===== src/rtl/scanrep_pkg.sv =====
// Shared types and code values for the scanline replication block.
package scanrep_pkg;

    // Replication pattern chosen by the mode decoder.
    typedef enum logic [1:0] {
        REP_NONE,
        REP_DOUBLE,
        REP_THREE_OF_FOUR
    } rep_kind_t;

    localparam int unsigned SCAN_FUNC_W = 3;

    localparam logic [SCAN_FUNC_W-1:0] CODE_GFX_DOUBLE = 3'd1;
    localparam logic [SCAN_FUNC_W-1:0] CODE_GFX_3OF4   = 3'd2;
    localparam logic [SCAN_FUNC_W-1:0] CODE_TXT_DOUBLE = 3'd5;
    localparam logic [SCAN_FUNC_W-1:0] CODE_TXT_3OF4   = 3'd6;

endpackage


===== src/rtl/scanrep_mode_dec.sv =====
// Mode decoder: turns the scan-function code, the text/graphics select and
// the 200-line force bit into one replication pattern.
// Assumes: codes for the other mode family, and unused codes, mean normal.
module scanrep_mode_dec
    import scanrep_pkg::*;
(
    input  logic [SCAN_FUNC_W-1:0] scan_func,
    input  logic                   text_mode,
    input  logic                   dbl200_en,
    output rep_kind_t              kind
);

    // Pick the pattern; the force bit takes precedence over the field.
    always_comb begin
        kind = REP_NONE;
        if (dbl200_en) begin
            kind = REP_DOUBLE;
        end else if (text_mode) begin
            if (scan_func == CODE_TXT_DOUBLE)    kind = REP_DOUBLE;
            else if (scan_func == CODE_TXT_3OF4) kind = REP_THREE_OF_FOUR;
        end else begin
            if (scan_func == CODE_GFX_DOUBLE)    kind = REP_DOUBLE;
            else if (scan_func == CODE_GFX_3OF4) kind = REP_THREE_OF_FOUR;
        end
    end

endmodule


===== src/rtl/scanrep_line_ctr.sv =====
// Vertical line counter: counts line ticks, clears on frame start and wraps
// at the vertical total (or half of it when halving is on).
// Assumes: frame_start outranks line_tick; a limit of 0 keeps the count at 0.
module scanrep_line_ctr #(
    parameter int unsigned LINE_W = 10
) (
    input  logic              clk,
    input  logic              rst_n,
    input  logic              frame_start,
    input  logic              line_tick,
    input  logic              vdiv2_en,
    input  logic [LINE_W-1:0] vtotal,
    output logic [LINE_W-1:0] line_count,
    output logic              wrap
);

    localparam int unsigned CMP_W = LINE_W + 1;

    logic [LINE_W-1:0] limit;
    logic [CMP_W-1:0]  count_plus1;

    // Effective wrap limit and end-of-frame detect.
    always_comb begin
        limit       = vdiv2_en ? (vtotal >> 1) : vtotal;
        count_plus1 = {1'b0, line_count} + CMP_W'(1);
        wrap        = line_tick && (count_plus1 >= {1'b0, limit});
    end

    // Line count register.
    always_ff @(posedge clk) begin
        if (!rst_n || frame_start || wrap) begin
            line_count <= '0;
        end else if (line_tick) begin
            line_count <= line_count + LINE_W'(1);
        end
    end

    // after a tick the count lies below the limit in force at that tick.
    assert_wrap_bound_R3: assert property (@(posedge clk) disable iff (!rst_n)
        (line_tick && !frame_start && limit != '0) |=> (line_count < $past(limit)));

    // frame start clears the count.
    assert_frame_clear_R2: assert property (@(posedge clk) disable iff (!rst_n)
        frame_start |=> (line_count == '0));

endmodule


===== src/rtl/scanrep_seq.sv =====
// Replication sequencer: steps a phase per line and advances the source row
// except on repeated lines.
// Assumes: wrap comes from the line counter in the same cycle as the tick.
module scanrep_seq
    import scanrep_pkg::*;
#(
    parameter int unsigned LINE_W = 10
) (
    input  logic              clk,
    input  logic              rst_n,
    input  logic              frame_start,
    input  logic              line_tick,
    input  logic              wrap,
    input  rep_kind_t         kind,
    output logic [LINE_W-1:0] src_row,
    output logic              repeat_line
);

    localparam int unsigned PHASE_W = 2;

    logic [PHASE_W-1:0] phase;
    logic [PHASE_W-1:0] phase_nxt;
    logic               advance;
    logic               rep_nxt;

    // Next phase, whether the source row moves, and the next repeat flag.
    always_comb begin
        case (kind)
            REP_DOUBLE: begin
                phase_nxt = {1'b0, ~phase[0]};
                advance   = (phase_nxt == '0);
                rep_nxt   = (phase_nxt == PHASE_W'(1));
            end
            REP_THREE_OF_FOUR: begin
                phase_nxt = phase + PHASE_W'(1);
                advance   = (phase_nxt != PHASE_W'(3));
                rep_nxt   = (phase_nxt == PHASE_W'(3));
            end
            default: begin
                phase_nxt = '0;
                advance   = 1'b1;
                rep_nxt   = 1'b0;
            end
        endcase
    end

    // Phase, source row and repeat flag registers.
    always_ff @(posedge clk) begin
        if (!rst_n || frame_start || wrap) begin
            phase       <= '0;
            src_row     <= '0;
            repeat_line <= 1'b0;
        end else if (line_tick) begin
            phase       <= phase_nxt;
            src_row     <= src_row + LINE_W'(advance);
            repeat_line <= rep_nxt;
        end
    end

    // normal scanning never flags a repeat.
    assert_normal_no_repeat_R5: assert property (@(posedge clk) disable iff (!rst_n)
        (kind == REP_NONE && line_tick) |=> !repeat_line);

    // in double scanning a repeated line is followed by a fresh one.
    assert_double_alternate_R6: assert property (@(posedge clk) disable iff (!rst_n)
        (kind == REP_DOUBLE && line_tick && repeat_line) |=> !repeat_line);

    // in three-of-four scanning two repeats never come back to back.
    assert_three_of_four_single_R7: assert property (@(posedge clk) disable iff (!rst_n)
        (kind == REP_THREE_OF_FOUR && line_tick && repeat_line) |=> !repeat_line);

    // without a tick or frame start the source row holds.
    assert_hold_R11: assert property (@(posedge clk) disable iff (!rst_n)
        (!line_tick && !frame_start) |=> $stable(src_row) && $stable(repeat_line));

endmodule


===== src/rtl/scanrep_top.sv =====
// Scanline replication vertical counter: line counter plus a source-row
// sequencer driven by the decoded scan pattern.
// Assumes: mode inputs change only between frames.
module scanrep_top
    import scanrep_pkg::*;
#(
    parameter int unsigned LINE_W = 10
) (
    input  logic                   clk,
    input  logic                   rst_n,
    input  logic                   line_tick,
    input  logic                   frame_start,
    input  logic [SCAN_FUNC_W-1:0] scan_func,
    input  logic                   text_mode,
    input  logic                   dbl200_en,
    input  logic                   vdiv2_en,
    input  logic [LINE_W-1:0]      vtotal,
    output logic [LINE_W-1:0]      line_count,
    output logic [LINE_W-1:0]      src_row,
    output logic                   repeat_line
);

    rep_kind_t kind;
    logic      wrap;

    scanrep_mode_dec u_dec (
        .scan_func (scan_func),
        .text_mode (text_mode),
        .dbl200_en (dbl200_en),
        .kind      (kind)
    );

    scanrep_line_ctr #(.LINE_W(LINE_W)) u_ctr (
        .clk         (clk),
        .rst_n       (rst_n),
        .frame_start (frame_start),
        .line_tick   (line_tick),
        .vdiv2_en    (vdiv2_en),
        .vtotal      (vtotal),
        .line_count  (line_count),
        .wrap        (wrap)
    );

    scanrep_seq #(.LINE_W(LINE_W)) u_seq (
        .clk         (clk),
        .rst_n       (rst_n),
        .frame_start (frame_start),
        .line_tick   (line_tick),
        .wrap        (wrap),
        .kind        (kind),
        .src_row     (src_row),
        .repeat_line (repeat_line)
    );

    // the source row never runs ahead of the line count.
    assert_src_behind_line_R3: assert property (@(posedge clk) disable iff (!rst_n)
        src_row <= line_count);

    // with the force bit, a repeated line is always followed by a fresh one.
    assert_forced_double_R10: assert property (@(posedge clk) disable iff (!rst_n)
        (dbl200_en && line_tick && !frame_start && repeat_line) |=> !repeat_line);

    // frame start clears source row and repeat flag.
    assert_frame_clear_R2: assert property (@(posedge clk) disable iff (!rst_n)
        frame_start |=> (src_row == '0 && !repeat_line));

endmodule


===== config.mk =====
export PLATFORM = sky130hd
export DESIGN_NAME = scanrep_top
export DESIGN_NICKNAME = d
export VERILOG_FILES = /design/src/rtl/scanrep_pkg.sv /design/src/rtl/scanrep_mode_dec.sv /design/src/rtl/scanrep_line_ctr.sv /design/src/rtl/scanrep_seq.sv /design/src/rtl/scanrep_top.sv
export SDC_FILE = /design/constraint.sdc
export NUM_CORES = 1
export LEC_CHECK = 0
export ABC_AREA = 1
export BUFFER_PORTS_ARGS = -buffer_cell sky130_fd_sc_hd__buf_2
export CAP_MARGIN = 20
export CORE_ASPECT_RATIO = 1.25
export CORE_UTILIZATION = 37
export CTS_CLUSTER_SIZE = 8
export DETAILED_ROUTE_END_ITERATION = 8
export GPL_TIMING_DRIVEN = 0
export PLACE_DENSITY_LB_ADDON = 0.12
export SLEW_MARGIN = 40
export SYNTH_ARGS = -nofsm -noshare
export SYNTH_HDL_FRONTEND = slang
export SYNTH_SLANG_ARGS = --single-unit

===== constraint.sdc =====
create_clock -name clk -period 2.9 [get_ports clk]
set_input_delay 0 -clock clk [delete_from_list [all_inputs] [get_ports clk]]
set_output_delay 0 -clock clk [all_outputs]
set_load 0.05 [all_outputs]

==> qor.yml <==
die:
  die-area_sq_um: 4720
  core_sq_um: 4160
  start_util_pct: 39.5
  fp-row-count: 26
  dieHeight_microns: 76.5
  die_w_microns: 61.6
  ios: 41
timing:
  setup_ws_ns: 0.427
  drv_slew: 0
  maxSlewHeadroom_pct: 76.0
  finClkSkew_ns: 0.00228
  setup_viol: 0
  layout_min_cycle_time_ns: 2.47
  max_freq_mhz: 404
  tightest_slew_ns: 0.360
  timing_hold_violations_final: 0
  period_share_pct: 85.3
  rsz0062_at_grt: "no"
  tns_ns: 0
critical_path:
  r2r_cells: 16
  cp.required_ns: 3.06
  worstPathCellList: "ha_1 > nand3_2 > nor2_4 > nand2_1 > xor2_1 > ha_1 > nand2_1 > nor2_1 > nand3_1 > nand2_1 > nand2_1 > nand3_2 > nand2_2 > nand2_4 > buf_6 > nor2_1"
  worst_ep_arrival_time_ns: 2.64
  worstSetupStartpointType: "flip-flop"
  rrSetupSlack_ns: 0.43
  timing.rr.end: "u_seq.src_row[5]"
  cp_max_fo: 10
  slowest_stage: "dfxtp_1"
  rr_startpoint: "u_ctr.line_count[0]"
  crit_type: "flip-flop to flip-flop"
  critPathMostFrequentCell: "nand2_1"
  critPathBufInv: 1
  slowest_delay_ns: 0.47
  cp-end-kind: "flip-flop"
  cp_top_family: "simple AND/OR/NAND/NOR gates"
power:
  power_density_nw_per_um2: 339
  p_leak_nw: 1.04
  max-vdd-ir-drop_v: 0.000217
detailed_routing:
  vias: 1469
  drc: 0
  wl_per_cell_microns: 9.76
  routed_wl_microns: 3210
  ant_nets: 0
  vias_per_cell: 4.47
  first_iter_violations: 22
  drt_pass1_iterations: 4
synth:
  synth_top_cell_area_share_pct: 28.0
  synth_compound_area_share_pct: 8.14
  yosys.cell_types.count: 31
  synth_xor_xnor_area_share_pct: 7.46
  synth_top_area_cell: "dfxtp_1"
  muxShareOfSynthArea_pct: 4.87
  syn_inst: 231
  synth_nets: 267
  syn_avg_cell_area_sq_um: 7.12
  ys_warn_count: 0
  synth_top_family_by_area: "simple AND/OR/NAND/NOR gates"
  synth_area_leaders: "dfxtp_1 (28%), ha_1 (12%), nand2_1 (12%)"
  synth_seq_cells: 23
  synth_fa_ha_area_share_pct: 12.2
  synth-simple-area-share_pct: 27.6
  yosysSeqAreaShare_pct: 28.0
  synth_area_sq_um: 1640
hold_path:
  hold_path_class: "primary input to flip-flop"
  hp-start: "frame_start"
  hold_depth: 4
  min_to: "u_seq.repeat_line"
grt:
  grt_pass1_vias: 1377
  grt_usage_pct: 14.8
  grt_pass1_wl_microns: 5350
  gr-total-overflow: 0
  grt_max_degree: 14
  antenna_found_initial: 0
cts:
  hold_buffers: 0
  cts_max_level: 1
  cts.sinks: 23
  cts-buffers-inserted: 3
  cts_root_buffer: "clkbuf_8"
  clockBufferDepth: 2
  postCtsSetupRepairBufs: 0
  cts_tree: "built"
  worstSkewPairLatency_ns: 0.26
  clkTransAtPathRegs_ns: 0.08
  cts_resized: 0
placement:
  gp_congestion: 0.805
  dp_slack_ns: 0.400
  dp_hpwl_microns: 2680
  port_buffers: 38
layout:
  drive_gt1_share_pct: 20.5
  final_cell_mix: "nand2_1 (52), buf_2 (39), inv_1 (35)"
  fillers: 466
  syn2layout_area_growth_pct: 18.6
  final_nets: 310
  n_antenna_cell: 0
  layout_commonest_cell: "nand2_1"
flow_run:
  maxCapViolCount: 0
run_status:
  status: "finished, final reports clean"
-- registers in the layout, indices dropped and copies added (netlist names) --
register	count
u_seq.phase	2
u_seq.src_row	10
u_ctr.line_count	10
u_seq.repeat_line	1
-- per-stage QoR --
stage	std cells	area, sq um	hold WS (ns)	power (mW)	utilization, %
floorplan	231	1640	0.225	0.439	-
global placement	325	1900	0.337	0.475	45.7
detailed placement	325	1900	0.338	0.477	45.7
CTS	329	1950	0.0515	0.677	46.8
global route	329	1950	0.0578	0.706	46.8
finish	329	1950	0.0546	0.661	46.8
-- final cells by class --
class | count | area (sq um) | share of cell area, %
Buffer | 6 | 61.3 | 3.14
Clock inverter | 1 | 5.00 | 0.257
Inverter | 35 | 131 | 6.74
Multi-Input combinational cell | 167 | 991 | 50.8
Sequential cell | 23 | 460 | 23.6
Tap cell | 56 | 70.1 | 3.59
Timing Repair Buffer | 38 | 190 | 9.75
Clock buffer | 3 | 41.3 | 2.12
-- worst max-delay path by stage --
stage                              startpoint             endpoint  slack, ns  cells past startpoint
after floorplan           u_ctr.line_count[0]       u_seq.phase[1]       0.33                     16
after global placement    u_ctr.line_count[0]  u_ctr.line_count[3]       0.41                     15
after detailed placement  u_ctr.line_count[0]     u_seq.src_row[2]       0.40                     16
after CTS                 u_ctr.line_count[0]  u_ctr.line_count[3]       0.37                     16
after global routing      u_ctr.line_count[0]  u_ctr.line_count[8]       0.15                     16
final                     u_ctr.line_count[0]     u_seq.src_row[5]       0.43                     16
-- cells by family after synthesis --
logic type,Yosys count
muxes,8
DFF,23
adders and majority gates,16
buffers and inverters,41
AOI/OAI and AO/OA,23
and+or+nand+nor,106
xor gates and xnor gates,14
-- cells in the mapped netlist --
library cell	count
xnor2_1	3
nor2_1	34
a32o_1	1
ha_1	16
a21oi_2	1
clkbuf_1	1
nand2_1	52
buf_6	1
o21bai_2	1
nor2_2	2
xor2_1	11
a22oi_1	1
nand2_2	1
nor4_1	1
a21oi_1	6
buf_2	1
o21ai_0	9
nand3_2	2
o21ai_1	3
nor3_1	2
dfxtp_1	23
a31oi_1	1
nand3_1	7
nor2_4	1
mux2i_1	8
buf_12	1
buf_4	1
nand2_4	1
nand4_1	3
inv_1	35
clkbuf_8	1
-- report_power, final --
part           leakage (nW)  switching (mW)  internal (mW)
clock network        0.0255          0.0989         0.0959
logic                 0.825          0.0842         0.0543
registers             0.186         0.00638          0.322
total                  1.04           0.189          0.472
-- worst min-delay path: stages --
cell     delay, ns
buf_2         0.08
nor2_1        0.06
nand2_4       0.10
nor2_1        0.04
-- per-layer routing --
| metal | wire (microns) | track usage [%] |
|---|---|---|
| met1 | 1380 | 16.4 |
| met4 | 69 | 6.67 |
| met2 | 1630 | 26.6 |
| met3 | 133 | 1.87 |
| met5 | 0 | 0 |
Power figures use the tool's default switching activity.
